--- config.mk ---
export PLATFORM = sky130hd
export DESIGN_NAME = bitwin_regfile
export DESIGN_NICKNAME = d
export VERILOG_FILES = /design/src/rtl/bitwin_pkg.sv /design/src/rtl/bitwin_route.sv /design/src/rtl/bitwin_loadregs.sv /design/src/rtl/bitwin_status.sv /design/src/rtl/bitwin_regfile.sv
export SDC_FILE = /design/constraint.sdc
export NUM_CORES = 1
export LEC_CHECK = 0
export BUFFER_PORTS_ARGS = -buffer_cell sky130_fd_sc_hd__buf_2
export CORE_MARGIN = 4
export CORE_UTILIZATION = 49
export CTS_CLUSTER_DIAMETER = 50
export DETAILED_ROUTE_END_ITERATION = 6
export PLACE_DENSITY = 0.76
export SLEW_MARGIN = 10
export SYNTH_ARGS = -nofsm -noshare
export SYNTH_HDL_FRONTEND = slang
export SYNTH_HIERARCHICAL = 1
export SYNTH_SLANG_ARGS = --single-unit
export TNS_END_PERCENT = 1
--- constraint.sdc ---
create_clock -name clk -period 1.49 [get_ports clk]
set_input_delay 0.298 -clock clk [delete_from_list [all_inputs] [get_ports clk]]
set_output_delay 0.298 -clock clk [all_outputs]
set_load 0.02 [all_outputs]
--- src/rtl/bitwin_pkg.sv ---
package bitwin_pkg;
   localparam int unsigned ADDR_W = 5;
   localparam int unsigned BYTE_W = 8;
   localparam int unsigned NFLAG  = 4;

   typedef enum logic [1:0] {
      DST_CTRL  = 2'd0,
      DST_INTV  = 2'd1,
      DST_RATE  = 2'd2,
      DST_TXBUF = 2'd3
   } dest_e;

   localparam logic [ADDR_W-1:0] A_BYTE_LAST = 5'd7;
   localparam logic [ADDR_W-1:0] A_WIN_LAST  = 5'd10;
   localparam logic [ADDR_W-1:0] A_LD_TXR    = 5'd11;
   localparam logic [ADDR_W-1:0] A_LD_RXR    = 5'd12;
   localparam logic [ADDR_W-1:0] A_LD_INTV   = 5'd13;
   localparam logic [ADDR_W-1:0] A_LD_CTRL   = 5'd14;
   localparam logic [ADDR_W-1:0] A_RTS       = 5'd16;
   localparam logic [ADDR_W-1:0] A_BRK       = 5'd17;
   localparam logic [ADDR_W-1:0] A_EN_RX     = 5'd18;
   localparam logic [ADDR_W-1:0] A_EN_TX     = 5'd19;
   localparam logic [ADDR_W-1:0] A_EN_TMR    = 5'd20;
   localparam logic [ADDR_W-1:0] A_EN_DSC    = 5'd21;
   localparam logic [ADDR_W-1:0] A_SRST      = 5'd31;

   localparam int unsigned F_TXR  = 0;
   localparam int unsigned F_RXR  = 1;
   localparam int unsigned F_INTV = 2;
   localparam int unsigned F_CTRL = 3;
endpackage

--- src/rtl/bitwin_route.sv ---
module bitwin_route
   import bitwin_pkg::*;
(
   input  logic              clk,
   input  logic              rst_n,
   input  logic              wr_en,
   input  logic [ADDR_W-1:0] wr_addr,
   input  logic              wr_data,
   output logic [NFLAG-1:0]  ld_flags,
   output dest_e             dest,
   output logic              buf_fill,
   output logic              tx_req,
   output logic              tmr_reload
);
   logic in_win;
   logic last_byte;

   always_comb begin
      if (ld_flags[F_CTRL])                          dest = DST_CTRL;
      else if (ld_flags[F_INTV])                     dest = DST_INTV;
      else if (ld_flags[F_RXR] || ld_flags[F_TXR])   dest = DST_RATE;
      else                                           dest = DST_TXBUF;
   end

   assign in_win    = wr_en && (wr_addr <= A_WIN_LAST);
   assign last_byte = (wr_addr == A_BYTE_LAST);
   assign buf_fill  = in_win && (dest == DST_TXBUF) && last_byte;

   always_ff @(posedge clk) begin
      if (!rst_n) begin
         ld_flags   <= '1;
         tx_req     <= 1'b0;
         tmr_reload <= 1'b0;
      end else begin
         tx_req     <= 1'b0;
         tmr_reload <= 1'b0;
         if (in_win) begin
            case (dest)
               DST_CTRL:  if (last_byte) ld_flags[F_CTRL] <= 1'b0;
               DST_INTV:  if (last_byte) begin
                             ld_flags[F_INTV] <= 1'b0;
                             tmr_reload       <= 1'b1;
                          end
               DST_RATE:  if (wr_addr == A_WIN_LAST) begin
                             ld_flags[F_RXR] <= 1'b0;
                             ld_flags[F_TXR] <= 1'b0;
                          end
               default:   if (last_byte) tx_req <= 1'b1;
            endcase
         end else if (wr_en) begin
            case (wr_addr)
               A_LD_TXR:  ld_flags[F_TXR]  <= wr_data;
               A_LD_RXR:  ld_flags[F_RXR]  <= wr_data;
               A_LD_INTV: begin
                  ld_flags[F_INTV] <= wr_data;
                  if (!wr_data && ld_flags[F_INTV]) tmr_reload <= 1'b1;
               end
               A_LD_CTRL: ld_flags[F_CTRL] <= wr_data;
               A_SRST:    ld_flags         <= '1;
               default:   ;
            endcase
         end
      end
   end

   a_r6_txreq_single: assert property (@(posedge clk) disable iff (!rst_n)
      tx_req |=> !tx_req);
   a_r4_reload_single: assert property (@(posedge clk) disable iff (!rst_n)
      tmr_reload |=> !tmr_reload);
   a_r3_ctrl_retire: assert property (@(posedge clk) disable iff (!rst_n)
      (wr_en && wr_addr == A_BYTE_LAST && ld_flags[F_CTRL]) |=> !ld_flags[F_CTRL]);
   a_r9_flags_after_srst: assert property (@(posedge clk) disable iff (!rst_n)
      (wr_en && wr_addr == A_SRST) |=> (ld_flags == '1));
endmodule

--- src/rtl/bitwin_loadregs.sv ---
module bitwin_loadregs
   import bitwin_pkg::*;
#(
   parameter int unsigned RATE_W = 10
) (
   input  logic              clk,
   input  logic              rst_n,
   input  logic              wr_en,
   input  logic [ADDR_W-1:0] wr_addr,
   input  logic              wr_data,
   input  dest_e             dest,
   input  logic [NFLAG-1:0]  ld_flags,
   output logic [BYTE_W-1:0] ctrl_q,
   output logic [BYTE_W-1:0] intv_q,
   output logic [BYTE_W-1:0] txbuf_q,
   output logic [RATE_W-1:0] rx_rate_q,
   output logic              rx_div8_q,
   output logic [RATE_W-1:0] tx_rate_q,
   output logic              tx_div8_q
);
   localparam int unsigned DIV8_BIT = A_WIN_LAST;

   if (RATE_W < 1 || RATE_W > DIV8_BIT) begin : g_bad_rate_w
      $error("RATE_W must lie in 1..10");
   end

   logic rx_sel;
   logic tx_sel;
   assign rx_sel = wr_en && (dest == DST_RATE) && ld_flags[F_RXR];
   assign tx_sel = wr_en && (dest == DST_RATE) && ld_flags[F_TXR];

   for (genvar g = 0; g < BYTE_W; g++) begin : g_byte
      logic hit;
      assign hit = wr_en && (wr_addr == ADDR_W'(g));
      always_ff @(posedge clk) begin
         if (!rst_n) begin
            ctrl_q[g]  <= 1'b0;
            intv_q[g]  <= 1'b0;
            txbuf_q[g] <= 1'b0;
         end else if (hit) begin
            if (dest == DST_CTRL)  ctrl_q[g]  <= wr_data;
            if (dest == DST_INTV)  intv_q[g]  <= wr_data;
            if (dest == DST_TXBUF) txbuf_q[g] <= wr_data;
         end
      end
   end

   for (genvar g = 0; g < RATE_W; g++) begin : g_rate
      logic hit;
      assign hit = (wr_addr == ADDR_W'(g));
      always_ff @(posedge clk) begin
         if (!rst_n) begin
            rx_rate_q[g] <= 1'b0;
            tx_rate_q[g] <= 1'b0;
         end else if (hit) begin
            if (rx_sel) rx_rate_q[g] <= wr_data;
            if (tx_sel) tx_rate_q[g] <= wr_data;
         end
      end
   end

   always_ff @(posedge clk) begin
      if (!rst_n) begin
         rx_div8_q <= 1'b0;
         tx_div8_q <= 1'b0;
      end else if (wr_addr == A_WIN_LAST) begin
         if (rx_sel) rx_div8_q <= wr_data;
         if (tx_sel) tx_div8_q <= wr_data;
      end
   end

   a_r5_rate_needs_flag: assert property (@(posedge clk) disable iff (!rst_n)
      (!ld_flags[F_RXR] || !wr_en) |=> $stable(rx_rate_q));
endmodule

--- src/rtl/bitwin_status.sv ---
module bitwin_status
   import bitwin_pkg::*;
(
   input  logic              clk,
   input  logic              rst_n,
   input  logic              wr_en,
   input  logic [ADDR_W-1:0] wr_addr,
   input  logic              wr_data,
   input  logic [NFLAG-1:0]  ld_flags,
   input  logic              buf_fill,
   input  logic              rx_push,
   input  logic [BYTE_W-1:0] rx_byte,
   input  logic              tx_take,
   input  logic              xsr_empty,
   input  logic              tmr_tick,
   input  logic              cts_in,
   input  logic              dsr_in,
   input  logic [1:0]        rd_grp,
   output logic [BYTE_W-1:0] rd_data,
   output logic              irq,
   output logic              rts_en,
   output logic              brk_req
);
   logic [3:0]        ien;
   logic [BYTE_W-1:0] rx_hold;
   logic              rx_loaded, overrun, buf_empty;
   logic              tmr_elapsed, tmr_err, dsch;
   logic              cts_q, dsr_q;
   logic [3:0]        pend;

   always_ff @(posedge clk) begin
      if (!rst_n) begin
         ien         <= '0;
         rts_en      <= 1'b0;
         brk_req     <= 1'b0;
         rx_hold     <= '0;
         rx_loaded   <= 1'b0;
         overrun     <= 1'b0;
         buf_empty   <= 1'b1;
         tmr_elapsed <= 1'b0;
         tmr_err     <= 1'b0;
         dsch        <= 1'b0;
         cts_q       <= 1'b0;
         dsr_q       <= 1'b0;
      end else begin
         if (wr_en) begin
            case (wr_addr)
               A_RTS:    rts_en  <= wr_data;
               A_BRK:    brk_req <= wr_data;
               A_EN_RX:  begin ien[0] <= wr_data; rx_loaded <= 1'b0; overrun <= 1'b0; end
               A_EN_TX:  ien[1] <= wr_data;
               A_EN_TMR: begin ien[2] <= wr_data; tmr_elapsed <= 1'b0; tmr_err <= 1'b0; end
               A_EN_DSC: begin ien[3] <= wr_data; dsch <= 1'b0; end
               A_SRST: begin
                  ien       <= '0;
                  rts_en    <= 1'b0;
                  brk_req   <= 1'b0;
                  buf_empty <= 1'b1;
                  rx_loaded <= 1'b0;
                  overrun   <= 1'b0;
               end
               default: ;
            endcase
         end
         if (tx_take)  buf_empty <= 1'b1;
         if (buf_fill) buf_empty <= 1'b0;
         if (rx_push) begin
            rx_hold   <= rx_byte;
            rx_loaded <= 1'b1;
            if (rx_loaded) overrun <= 1'b1;
         end
         if (tmr_tick) begin
            if (tmr_elapsed) tmr_err     <= 1'b1;
            else             tmr_elapsed <= 1'b1;
         end
         cts_q <= cts_in;
         dsr_q <= dsr_in;
         if ((cts_in != cts_q) || (dsr_in != dsr_q)) dsch <= 1'b1;
      end
   end

   assign pend = {dsch & ien[3], tmr_elapsed & ien[2], buf_empty & ien[1], rx_loaded & ien[0]};
   assign irq  = |pend;

   always_comb begin
      case (rd_grp)
         2'd0:    rd_data = rx_hold;
         2'd1:    rd_data = {4'b0000, overrun, 1'b0, overrun, 1'b0};
         2'd2:    rd_data = {xsr_empty, buf_empty, rx_loaded, pend[3], pend[2], 1'b0, pend[1], pend[0]};
         default: rd_data = {irq, |ld_flags, dsch, cts_q, dsr_q, rts_en, tmr_elapsed, tmr_err};
      endcase
   end

   a_r13_overrun: assert property (@(posedge clk) disable iff (!rst_n)
      (rx_push && rx_loaded) |=> overrun);
   a_r13_timer_err: assert property (@(posedge clk) disable iff (!rst_n)
      (tmr_tick && tmr_elapsed) |=> tmr_err);
   a_r12_irq_needs_enable: assert property (@(posedge clk) disable iff (!rst_n)
      (ien == 4'b0000) |-> !irq);
   a_r9_srst_clears: assert property (@(posedge clk) disable iff (!rst_n)
      (wr_en && wr_addr == A_SRST) |=> (ien == 4'b0000 && !rts_en && !brk_req));
   a_r6_full_after_fill: assert property (@(posedge clk) disable iff (!rst_n)
      buf_fill |=> !buf_empty);
endmodule

--- src/rtl/bitwin_regfile.sv ---
module bitwin_regfile
   import bitwin_pkg::*;
#(
   parameter int unsigned RATE_W = 10
) (
   input  logic              clk,
   input  logic              rst_n,
   input  logic              wr_en,
   input  logic [4:0]        wr_addr,
   input  logic              wr_data,
   input  logic [1:0]        rd_grp,
   output logic [7:0]        rd_data,
   output logic              irq,
   input  logic              rx_push,
   input  logic [7:0]        rx_byte,
   input  logic              tx_take,
   input  logic              xsr_empty,
   input  logic              tmr_tick,
   input  logic              cts_in,
   input  logic              dsr_in,
   output logic              rts_en,
   output logic              brk_req,
   output logic              tx_req,
   output logic              tmr_reload,
   output logic [7:0]        ctrl_q,
   output logic [7:0]        intv_q,
   output logic [RATE_W-1:0] rx_rate_q,
   output logic              rx_div8_q,
   output logic [RATE_W-1:0] tx_rate_q,
   output logic              tx_div8_q,
   output logic [7:0]        txbuf_q
);
   logic [NFLAG-1:0] ld_flags;
   dest_e            dest;
   logic             buf_fill;

   bitwin_route u_route (
      .clk(clk), .rst_n(rst_n), .wr_en(wr_en), .wr_addr(wr_addr), .wr_data(wr_data),
      .ld_flags(ld_flags), .dest(dest), .buf_fill(buf_fill),
      .tx_req(tx_req), .tmr_reload(tmr_reload)
   );

   bitwin_loadregs #(.RATE_W(RATE_W)) u_regs (
      .clk(clk), .rst_n(rst_n), .wr_en(wr_en), .wr_addr(wr_addr), .wr_data(wr_data),
      .dest(dest), .ld_flags(ld_flags),
      .ctrl_q(ctrl_q), .intv_q(intv_q), .txbuf_q(txbuf_q),
      .rx_rate_q(rx_rate_q), .rx_div8_q(rx_div8_q),
      .tx_rate_q(tx_rate_q), .tx_div8_q(tx_div8_q)
   );

   bitwin_status u_stat (
      .clk(clk), .rst_n(rst_n), .wr_en(wr_en), .wr_addr(wr_addr), .wr_data(wr_data),
      .ld_flags(ld_flags), .buf_fill(buf_fill),
      .rx_push(rx_push), .rx_byte(rx_byte), .tx_take(tx_take), .xsr_empty(xsr_empty),
      .tmr_tick(tmr_tick), .cts_in(cts_in), .dsr_in(dsr_in),
      .rd_grp(rd_grp), .rd_data(rd_data), .irq(irq),
      .rts_en(rts_en), .brk_req(brk_req)
   );
endmodule

# After elaboration in Yosys (flattened, before gate mapping)
# Cells that the tools add are included.
[classes]
magnitude_cmp = 1
n_eq_ne = 33
n_mux = 49
bitwise_logic = 6
n_reduce_logical = 101
[ops]
columns = ["operator", "count"]
rows = [
  ["2-bit AND reduction", 55],
  ["5-bit by 4-bit == test with 1-bit output (second input constant)", 7],
  ["5-bit == test (second input constant)", 7],
  ["1-bit two-way mux", 32],
  ["8-bit one-hot mux with 3 select lines", 1],
  ["2-bit nonzero test", 11],
  ["5-bit by 3-bit == test with 1-bit output (second input constant)", 4],
  ["1-bit one-hot mux with 2 select lines", 10],
  ["3-bit nonzero test", 6],
  ["4-bit AND reduction", 4],
  ["1-bit logical AND", 15],
  ["5-bit by 2-bit == test with 1-bit output (second input constant)", 2],
  ["2-bit two-way mux", 4],
  ["4-bit two-way mux", 2],
  ["2-bit by 1-bit inequality test with 1-bit output (second input constant)", 4],
  ["4-bit OR reduction", 2],
  ["2-bit == test (second input constant)", 3],
  ["5-bit by 1-bit == test with 1-bit output (second input constant)", 1],
  ["5-bit by 4-bit <= comparator with 1-bit output (second input constant)", 1],
  ["5-bit logical NOT", 1],
  ["5-bit OR reduction", 1],
  ["1-bit bitwise AND", 4],
  ["2-bit by 1-bit == test with 1-bit output (second input constant)", 2],
  ["2-bit logical NOT", 2],
  ["other kinds (6)", 9],
]
[totals]
regBits = 74
in_bits = 25
output_inout_bits = 59
wordCells = 257

# Depth between registers and ports, before layout
# Gate-level depths: netlist (run 1).
[logic_depth]
ltp_word = 9
mapped_depth = 7
depth_no_buf = 6

# By module
# The synthesis (run 1) kept the hierarchy.
[modules_own_cells]
columns = ["mod", "instances", "cells_each", "area_each_um2", "seq_area_each_um2"]
rows = [
  ["bitwin_loadregs", 1, 204, 2072.0, 920.9],
  ["bitwin_status", 1, 130, 1159.9, 440.4],
  ["bitwin_route", 1, 64, 504.2, 120.1],
]

# Worst setup path after synthesis (run 1)
# OpenSTA, ideal clock, no wires.
[synth_path]
path_type = "register to register"
startpoint = "register u_route.ld_flags[2]"
endpoint = "register u_regs.rx_rate_q[1]"
setup_ns = 0.131
t_arrival_ns = 1.511
t_required_ns = 1.359
path_slack_ns = -0.152
stages_incl_launch_ff = 7
path_buffers = 2
period_less_slack_ns = 1.642
cell_sequence = "dfxtp_1 -> nor2_4 -> buf_2 -> nand4b_1 -> clkbuf_1 -> o311ai_1 -> o41ai_1"
[synth_between]
elab_chain_cells = 6
[synth_rtl]
columns = ["element", "line", "text"]
rows = [
  ["from (decl)", "bitwin_route.sv:9", "output logic [NFLAG-1:0] ld_flags,"],
  ["from (signal, indexed assignment)", "bitwin_route.sv:52", "A_LD_TXR: ld_flags[F_TXR] <= wr_data;"],
  ["from (signal, indexed assignment)", "bitwin_route.sv:53", "A_LD_RXR: ld_flags[F_RXR] <= wr_data;"],
  ["from (signal, indexed assignment)", "bitwin_route.sv:55", "ld_flags[F_INTV] <= wr_data;"],
  ["2-bit two-way mux", "bitwin_route.sv:20", "else if (ld_flags[F_INTV]) dest = DST_INTV;"],
  ["2-bit two-way mux", "bitwin_route.sv:19", "if (ld_flags[F_CTRL]) dest = DST_CTRL;"],
  ["net dest[1]", "bitwin_regfile.sv:34", "dest_e dest;"],
  ["2-bit == test", "bitwin_loadregs.sv:29", "assign rx_sel = wr_en && (dest == DST_RATE) && ld_flags[F_RXR];"],
  ["1-bit logical AND (2 in a row)", "bitwin_loadregs.sv:29", ""],
  ["2-bit AND reduction (no line)", "n/a", ""],
  ["to (signal, indexed assignment)", "bitwin_loadregs.sv:56", "if (rx_sel) rx_rate_q[g] <= wr_data;"],
  ["to (decl)", "bitwin_loadregs.sv:16", "output logic [RATE_W-1:0] rx_rate_q,"],
]
# The timed path passes the listed nets, and every way through them passes these cells.
# A chain may end at the register's enable or synchronous reset.

# Worst setup path in the final report (run 1)
[layout_path]
startpoint = "register u_route.ld_flags[0]"
endpoint = "output rd_data[6]"
[layout_between]
elab_chain_cells = 2
[layout_rtl]
columns = ["element", "line", "text"]
rows = [
  ["4-bit OR reduction", "bitwin_status.sv:90", "default: rd_data = {irq, |ld_flags, dsch, cts_q, dsr_q, rts_en, tmr_elapsed, tmr_err};"],
  ["8-bit one-hot mux with 3 select lines", "bitwin_status.sv:86", "case (rd_grp)"],
  ["to (decl)", "bitwin_regfile.sv:12", "output logic [7:0] rd_data,"],
]
# No other way between the ends.

==> flow_metrics.py, run 1 <==
metrics = {
    "synth": {
        "synth-warning-count": 6,
        "ys_ff_latch": 74,
        "avgSynthCellArea_sq_um": 9.39,
        "synthesis.nets": 423,
        "synth_seq_area_share_pct": 39.7,
        "syn_inst": 398,
        "ys_types": 60,
        "synth_enable_flop_cells": 0,
        "post_synth_instance_area_sq_um": 3740,
        "yosys_most_used_dff": "sky130_fd_sc_hd__dfxtp_1",
        "asyncSetResetFlopFracSynth_pct": 0,
    },
    "floorplan": {
        "total_i_o_pin_count": 84,
        "rows": 31,
        "initial_utilization_pct": 51.0,
        "core_region_area_sq_um": 7330,
        "die_x_microns": 95.3,
        "die-area_sq_um": 9090,
        "die_h_microns": 95.3,
    },
    "route": {
        "viasPerCell": 5.97,
        "finalWirelength_mm": 10.3,
        "count_of_vias_placed_by_the_detailed_router": 3636,
        "drcViolationCount": 0,
        "number_of_routed_nets_with_antenna_violations": 0,
        "firstDrtPassIters": 4,
        "wire_per_inst_microns": 17.0,
        "first_iter_violations": 248,
    },
    "clocking": {
        "clk_pin_slew_ps": 80,
        "tritoncts.num_buffers": 9,
        "cts.root.buffer_cell": "sky130_fd_sc_hd__clkbuf_8",
        "number_of_clock_sinks": 74,
        "htreeDepth": 3,
        "cts_tree": "done",
        "clock_tree.buffer_depth": 2,
        "clock_latency_of_the_later_clocked_register_in_the_worst_skew_pair_ps": 350,
    },
    "global_route": {
        "first_global_vias": 3490,
        "use_met1_pct": 27.2,
        "grt_antenna_before_repair": 0,
        "grt_overflow_total": 0,
        "met2_track_demand_over_resource_pct": 38.5,
        "grt_first_pass_wirelength_mm": 16.2,
        "grt_use_total_pct": 22.3,
        "grt_most_used_layer": "met2",
        "global_route.usage.met3_pct": 3.95,
        "grt_max_degree": 47,
    },
    "timing": {
        "timing.fmax_mhz": 556,
        "unrepaired_setup_endpoints_after_global_routing": "true",
        "min_period_ps": 1800,
        "timing_max_transition_violations_final": 0,
        "setup-violations-final": 45,
        "final.setup.worst_slack_ps": -310,
        "worst_pin_slew_ps": 513,
        "post-route-period-util_pct": 121,
        "normalized_max_slew_margin_pct": 65.8,
        "timing.hold.ws_ps": 179,
        "fin_worst_skew_ps": 8.42,
        "final-hold-violation-count": 0,
        "finalSetupTns_ps": -4850,
    },
    "finish": {
        "antenna-diode-count": 0,
        "highest_count_cells_in_the_layout_ignoring_fill_and_taps": "sky130_fd_sc_hd__buf_2, sky130_fd_sc_hd__dfxtp_1, sky130_fd_sc_hd__buf_4, sky130_fd_sc_hd__nand2_1, sky130_fd_sc_hd__o41ai_1",
        "nNetsFinal": 530,
        "area.growth.synth_to_final_pct": 35.5,
        "mostFrequentLayoutCell": "sky130_fd_sc_hd__buf_2",
        "drive_above_1_share_pct": 43.5,
    },
    "setup_path": {
        "cp_max_fo": 2,
        "required_ps": 1190,
        "crit_start": "u_route/ld_flags[0]",
        "worst_setup_path_end_kind": "primary output",
        "r2r-start": "u_route/ld_flags[1]",
        "cp-start-kind": "flop",
        "worstPathArrival_ps": 1500,
        "timing_worst_setup_path_type": "reg -> out",
    },
    "power": {
        "leakagePower_uw": 0.00200,
        "worst_ir_drop_vdd_uv": 660,
        "p_per_area_nw_per_um2": 836,
    },
    "job": {
        "maxCapViolations": 0,
    },
    "placed_design": {
        "place.gp.congestion": 0.817,
        "dp_hpwl_mm": 6.78,
        "placement.io_buffers": 83,
    },
    "hold_path": {
        "holdCritPathClass": "in -> reg",
        "hold_start": "cts_in",
    },
    "status": {
        "failed_checks": "setup timing",
        "run_status": "finished with violations",
    },
}
## registers in the layout, summed over array words and instances (netlist names), 4 cells and up
register and cells:
u_regs/tx_rate_q 10, u_stat/ien 4, u_stat/rx_hold 8, u_regs/intv_q 8, u_regs/txbuf_q 8, u_regs/ctrl_q 8, u_route/ld_flags 4, u_regs/rx_rate_q 10
## worst max-delay path: stages, from the launching register on
cell and delay [ps]:
sky130_fd_sc_hd__dfxtp_2 330, sky130_fd_sc_hd__or4_4 540, sky130_fd_sc_hd__nand3_2 80, sky130_fd_sc_hd__o21ai_1 50, sky130_fd_sc_hd__buf_2 160
## worst paths after layout
| check | endpoint | slack, ps | depth (start not counted) |
|---|---|---|---|
| worst max register to register | u_regs/intv_q[7] | -220 | 8 |
| worst min-delay path | u_stat/cts_q | 180 | 2 |
| worst min register to register | u_regs/ctrl_q[0] | 460 | 2 |
| worst max-delay path | rd_data[6] | -310 | 4 |
## cell usage after synthesis, drive strengths merged (2+ instances only)
cell	count	area share, %
a21o	2	0.40
a21oi	5	0.77
a31oi	3	0.50
and2	6	1.0
and3	2	0.33
buf	20	4.1
clkbuf	21	2.1
dfxtp	74	40
inv	5	0.50
mux2	4	1.3
mux2i	27	7.2
mux4	2	1.2
nand2	38	3.9
nand2b	9	1.5
nand3	19	2.7
nand3b	2	0.40
nand4	8	1.5
nand4b	2	0.47
nor2	28	3.1
nor2b	5	0.84
nor3	2	0.27
nor3b	9	1.8
nor4	5	0.84
nor4b	3	0.87
o21ai	10	1.6
o221ai	3	0.70
o311ai	30	7.2
o31ai	3	0.74
o32ai	3	0.90
o41ai	33	7.9
or2	2	0.34
xnor2	3	0.70
## where the power goes
group	internal (uW)	switching, uW
sequential	2010	27.7
combinational	227	349
clock	836	781
total	3080	1160
## kinds of logic after synthesis
kind of cell | synth area share, %
muxes | 9.75
buffers and inverters | 6.76
AOI/OAI and AO/OA | 22.0
and+or+nand+nor | 20.9
xor gates and xnor gates | 0.938
DFF | 39.7
## final cells by class
cell class | count | area, sq um
clock inverter | 6 | 72.6
timing repair buffer | 137 | 910
clock buffer | 10 | 138
multi-input combinational | 278 | 2310
inverter | 5 | 18.8
fill | 573 | 2270
sequential | 74 | 1490
tap | 99 | 124
## repair_timing
action,CTS,global route
hold buffers,0,0
pin swaps,11,2
buffers inserted,2,0
resized for setup,40,19
endpoints found under the setup margin,48,52
hold endpoints to repair,0,0
## routing by layer
layer / vias up / part of all wire, %
li1: 1745 / -
met1: 1766 / 41
met2: 108 / 51
met3: 17 / 5.9
met4: 0 / 1.9
met5: - / 0
## stage by stage
| stage | instances | setup WS (ps) | cell area [sq um] | power [uW] | utilization [%] |
|---|---|---|---|---|---|
| 2_1_floorplan | 398 | -122 | 3750 | 2400 | - |
| 3_3_place_gp | 591 | -97.2 | 4510 | 2590 | 61.5 |
| 3_5_place_dp | 591 | -163 | 4510 | 2610 | 61.5 |
| 4_1_cts | 609 | -320 | 4940 | 4260 | 67.3 |
| 5_1_grt | 609 | -350 | 5060 | 4410 | 69.1 |
| 6_report | 609 | -310 | 5060 | 4230 | 69.1 |
Note: power is estimated with default switching activity, not from simulation.
==> inputs of run 2 (changes only) <==
CORE_UTILIZATION = 48   (was 49)
PLACE_DENSITY = 0.75   (was 0.76)
RECOVER_POWER = 50   (was unset)
SYNTH_HIERARCHICAL = unset   (was 1)
==> flow_metrics.py, run 2 <==
metrics = {
    "status": {
        "run_status": "finished with violations",
        "failed_checks": "setup timing",
    },
    "floorplan": {
        "core_region_area_sq_um": 7250,
        "rows": 31,
        "initial_utilization_pct": 49.2,
        "die-area_sq_um": 8890,
        "die_h_microns": 94.3,
        "die_x_microns": 94.3,
        "total_i_o_pin_count": 84,
    },
    "global_route": {
        "grt_max_degree": 32,
        "first_global_vias": 3193,
        "grt_first_pass_wirelength_mm": 15.3,
        "grt_antenna_before_repair": 0,
        "grt_use_total_pct": 21.9,
        "grt_overflow_total": 0,
    },
    "synth": {
        "post-synth-top-area-cell": "sky130_fd_sc_hd__dfxtp_1",
        "synth_seq_area_share_pct": 41.5,
        "syn_inst": 401,
        "asyncSetResetFlopFracSynth_pct": 0,
        "yosys.area.top_type_share_pct": 41.5,
        "yosys_most_used_dff": "sky130_fd_sc_hd__dfxtp_1",
        "avgSynthCellArea_sq_um": 8.91,
        "synth_enable_flop_cells": 0,
        "netlist_top_cells_area": "sky130_fd_sc_hd__dfxtp_1, sky130_fd_sc_hd__mux2i_1, sky130_fd_sc_hd__nor2_1",
        "ys_ff_latch": 74,
        "dominant_cell_by_count_in_the_synthesized_netlist": "sky130_fd_sc_hd__dfxtp_1",
        "synth-warning-count": 0,
        "synthesis.nets": 426,
        "post_synth_instance_area_sq_um": 3570,
        "yosys-top-cells-count": "sky130_fd_sc_hd__dfxtp_1, sky130_fd_sc_hd__nor2_1, sky130_fd_sc_hd__mux2i_1, sky130_fd_sc_hd__nand3_1, sky130_fd_sc_hd__clkbuf_1",
        "ys_types": 43,
    },
    "timing": {
        "final.setup.worst_slack_ps": -200,
        "unrepaired_setup_endpoints_after_global_routing": "true",
        "worst_pin_slew_ps": 495,
        "min_period_ps": 1690,
        "setup-violations-final": 7,
        "timing_max_transition_violations_final": 0,
        "fin_worst_skew_ps": 7.33,
        "post-route-period-util_pct": 113,
        "final-hold-violation-count": 0,
        "normalized_max_slew_margin_pct": 67.0,
        "timing.fmax_mhz": 592,
    },
    "setup_path": {
        "r2r_cells": 6,
        "worst_setup_path_end_kind": "primary output",
        "timing_worst_setup_path_type": "reg -> out",
        "worst_path_slowest_cell": "sky130_fd_sc_hd__mux4_2",
        "max_stage_delay_ps": 450,
        "worstPathArrival_ps": 1390,
        "ff2ff_setup_slack_ps": 50,
        "required_ps": 1190,
        "cp_max_fo": 2,
        "critical_path.reg2reg.endpoint": "u_regs.rx_rate_q[4]",
        "critical_path.cell_chain": "nand2_2 -> inv_1 -> mux4_2 -> buf_6",
        "cp-start-kind": "flop",
        "r2r-start": "u_route.ld_flags[3]",
    },
    "finish": {
        "layout.cells.non_filler": 605,
        "stdcell_area_sq_um": 4520,
        "biggest_registers_after_layout": "u_regs.rx_rate_q (10), u_regs.tx_rate_q (10)",
        "mostFrequentLayoutCell": "sky130_fd_sc_hd__nor2_1",
        "highest_count_cells_in_the_layout_ignoring_fill_and_taps": "sky130_fd_sc_hd__nor2_1, sky130_fd_sc_hd__dfxtp_1, sky130_fd_sc_hd__mux2i_1, sky130_fd_sc_hd__clkbuf_1, sky130_fd_sc_hd__buf_4",
        "area.growth.synth_to_final_pct": 26.6,
        "antenna-diode-count": 0,
        "nNetsFinal": 526,
        "drive_above_1_share_pct": 26.1,
    },
    "route": {
        "top_layer_used": "met4",
        "detail_route.wirelength.met1_mm": 4.14,
        "number_of_routed_nets_with_antenna_violations": 0,
        "viasPerCell": 5.44,
        "firstDrtPassIters": 4,
        "finalWirelength_mm": 9.46,
        "wl_met3_microns": 580,
        "first_iter_violations": 152,
        "wire_per_inst_microns": 15.6,
        "drcViolationCount": 0,
        "count_of_vias_placed_by_the_detailed_router": 3293,
        "dr_wl_met2_mm": 4.58,
    },
    "job": {
        "maxCapViolations": 0,
    },
    "clocking": {
        "cts.root.buffer_cell": "sky130_fd_sc_hd__clkbuf_8",
        "clock_latency_of_the_later_clocked_register_in_the_worst_skew_pair_ps": 360,
        "clk_pin_slew_ps": 80,
        "clock_tree.buffer_depth": 2,
        "cts_tree": "done",
        "htreeDepth": 3,
        "number_of_clock_sinks": 74,
        "tritoncts.num_buffers": 9,
    },
    "power": {
        "design_power_total_uw": 4000,
        "worst_ir_drop_vdd_uv": 625,
        "p_per_area_nw_per_um2": 884,
        "leakagePower_uw": 0.00215,
    },
    "hold_path": {
        "hold_path_cell_cnt": 3,
        "holdCritPathClass": "in -> reg",
        "hold_start": "rx_byte[4]",
        "whs_endpoint": "u_stat.rx_hold[4]",
    },
    "placed_design": {
        "dp.cells": 584,
        "dp_hpwl_mm": 6.72,
        "placement.io_buffers": 83,
        "place.gp.congestion": 0.821,
        "dpl_cell_area_sq_um": 4270,
    },
}
run 2: worst max-delay path by stage:
stage | startpoint | to | slack [ps] | depth (start not counted)
global route | u_stat.tmr_elapsed | rd_data[3] | -250 | 4
CTS | u_stat.tmr_elapsed | rd_data[3] | -210 | 4
global placement | wr_addr[0] | u_stat.ien[2] | -60 | 5
floorplan | rd_grp[1] | rd_data[3] | -80 | 3
detailed placement | wr_addr[4] | u_route.tmr_reload | -90 | 6
finish | u_stat.ien[1] | rd_data[1] | -200 | 4
run 2: routing by layer:
| layer | vias to the layer above | GRT usage, % |
|---|---|---|
| met4 | 0 | 5.90 |
| met1 | 1555 | 27.9 |
| met2 | 108 | 36.1 |
| met5 | - | 0 |
| met3 | 12 | 6.49 |
| li1 | 1618 | - |
run 2: what timing repair did:
action                                 in CTS  in global routing
gates resized for setup                    16                 16
setup buffers                               2                  3
endpoints found under the hold margin       0                  0
setup endpoints to repair                   7                 15
cloned                                      0                  0
hold buffers                                0                  0
pin swaps                                   3                  7
run 2: worst max-delay path, delay by kind of cell, from the launching register on:
family / cells / cell delay, ps
buffers and inverters: 2 / 180
DFF: 1 / 330
muxes: 1 / 450
and+or+nand+nor: 1 / 70
run 2: report_power, final:
part           internal, uW  total (uW)  leakage [uW]  switching, uW
combinational           192         460       0.00146            267
clock                   711        1500     0.0000936            790
sequential             2010        2040      0.000599           27.4
run 2: logic make-up after synthesis:
kind of cell | share of synthesized area, %
muxes | 18.4
AOI/OAI and AO/OA | 6.48
DFF | 41.5
and+or+nand+nor | 27.5
xor gates and xnor gates | 0.981
buffers and inverters | 5.18
run 2: area by class of cell:
type	instances	area, sq um
multi-input cells	285	1960
clock inverters	4	33.8
flip-flops and latches	74	1500
repair buffers	128	742
fillers	646	2730
clock buffers	12	155
well taps	99	124
inverters	3	11.3
run 2: per-stage QoR:
stage               hold slack [ps]  utilization (%)  setup TNS [ps]  setup slack [ps]
detailed placement              461             58.9           -1460             -93.0
finish                          173             62.3            -863              -200
global placement                450             58.9            -531             -61.0
floorplan                       387                -            -165             -79.7
global route                    177             62.3           -2030              -245
CTS                             165             62.1            -853              -211
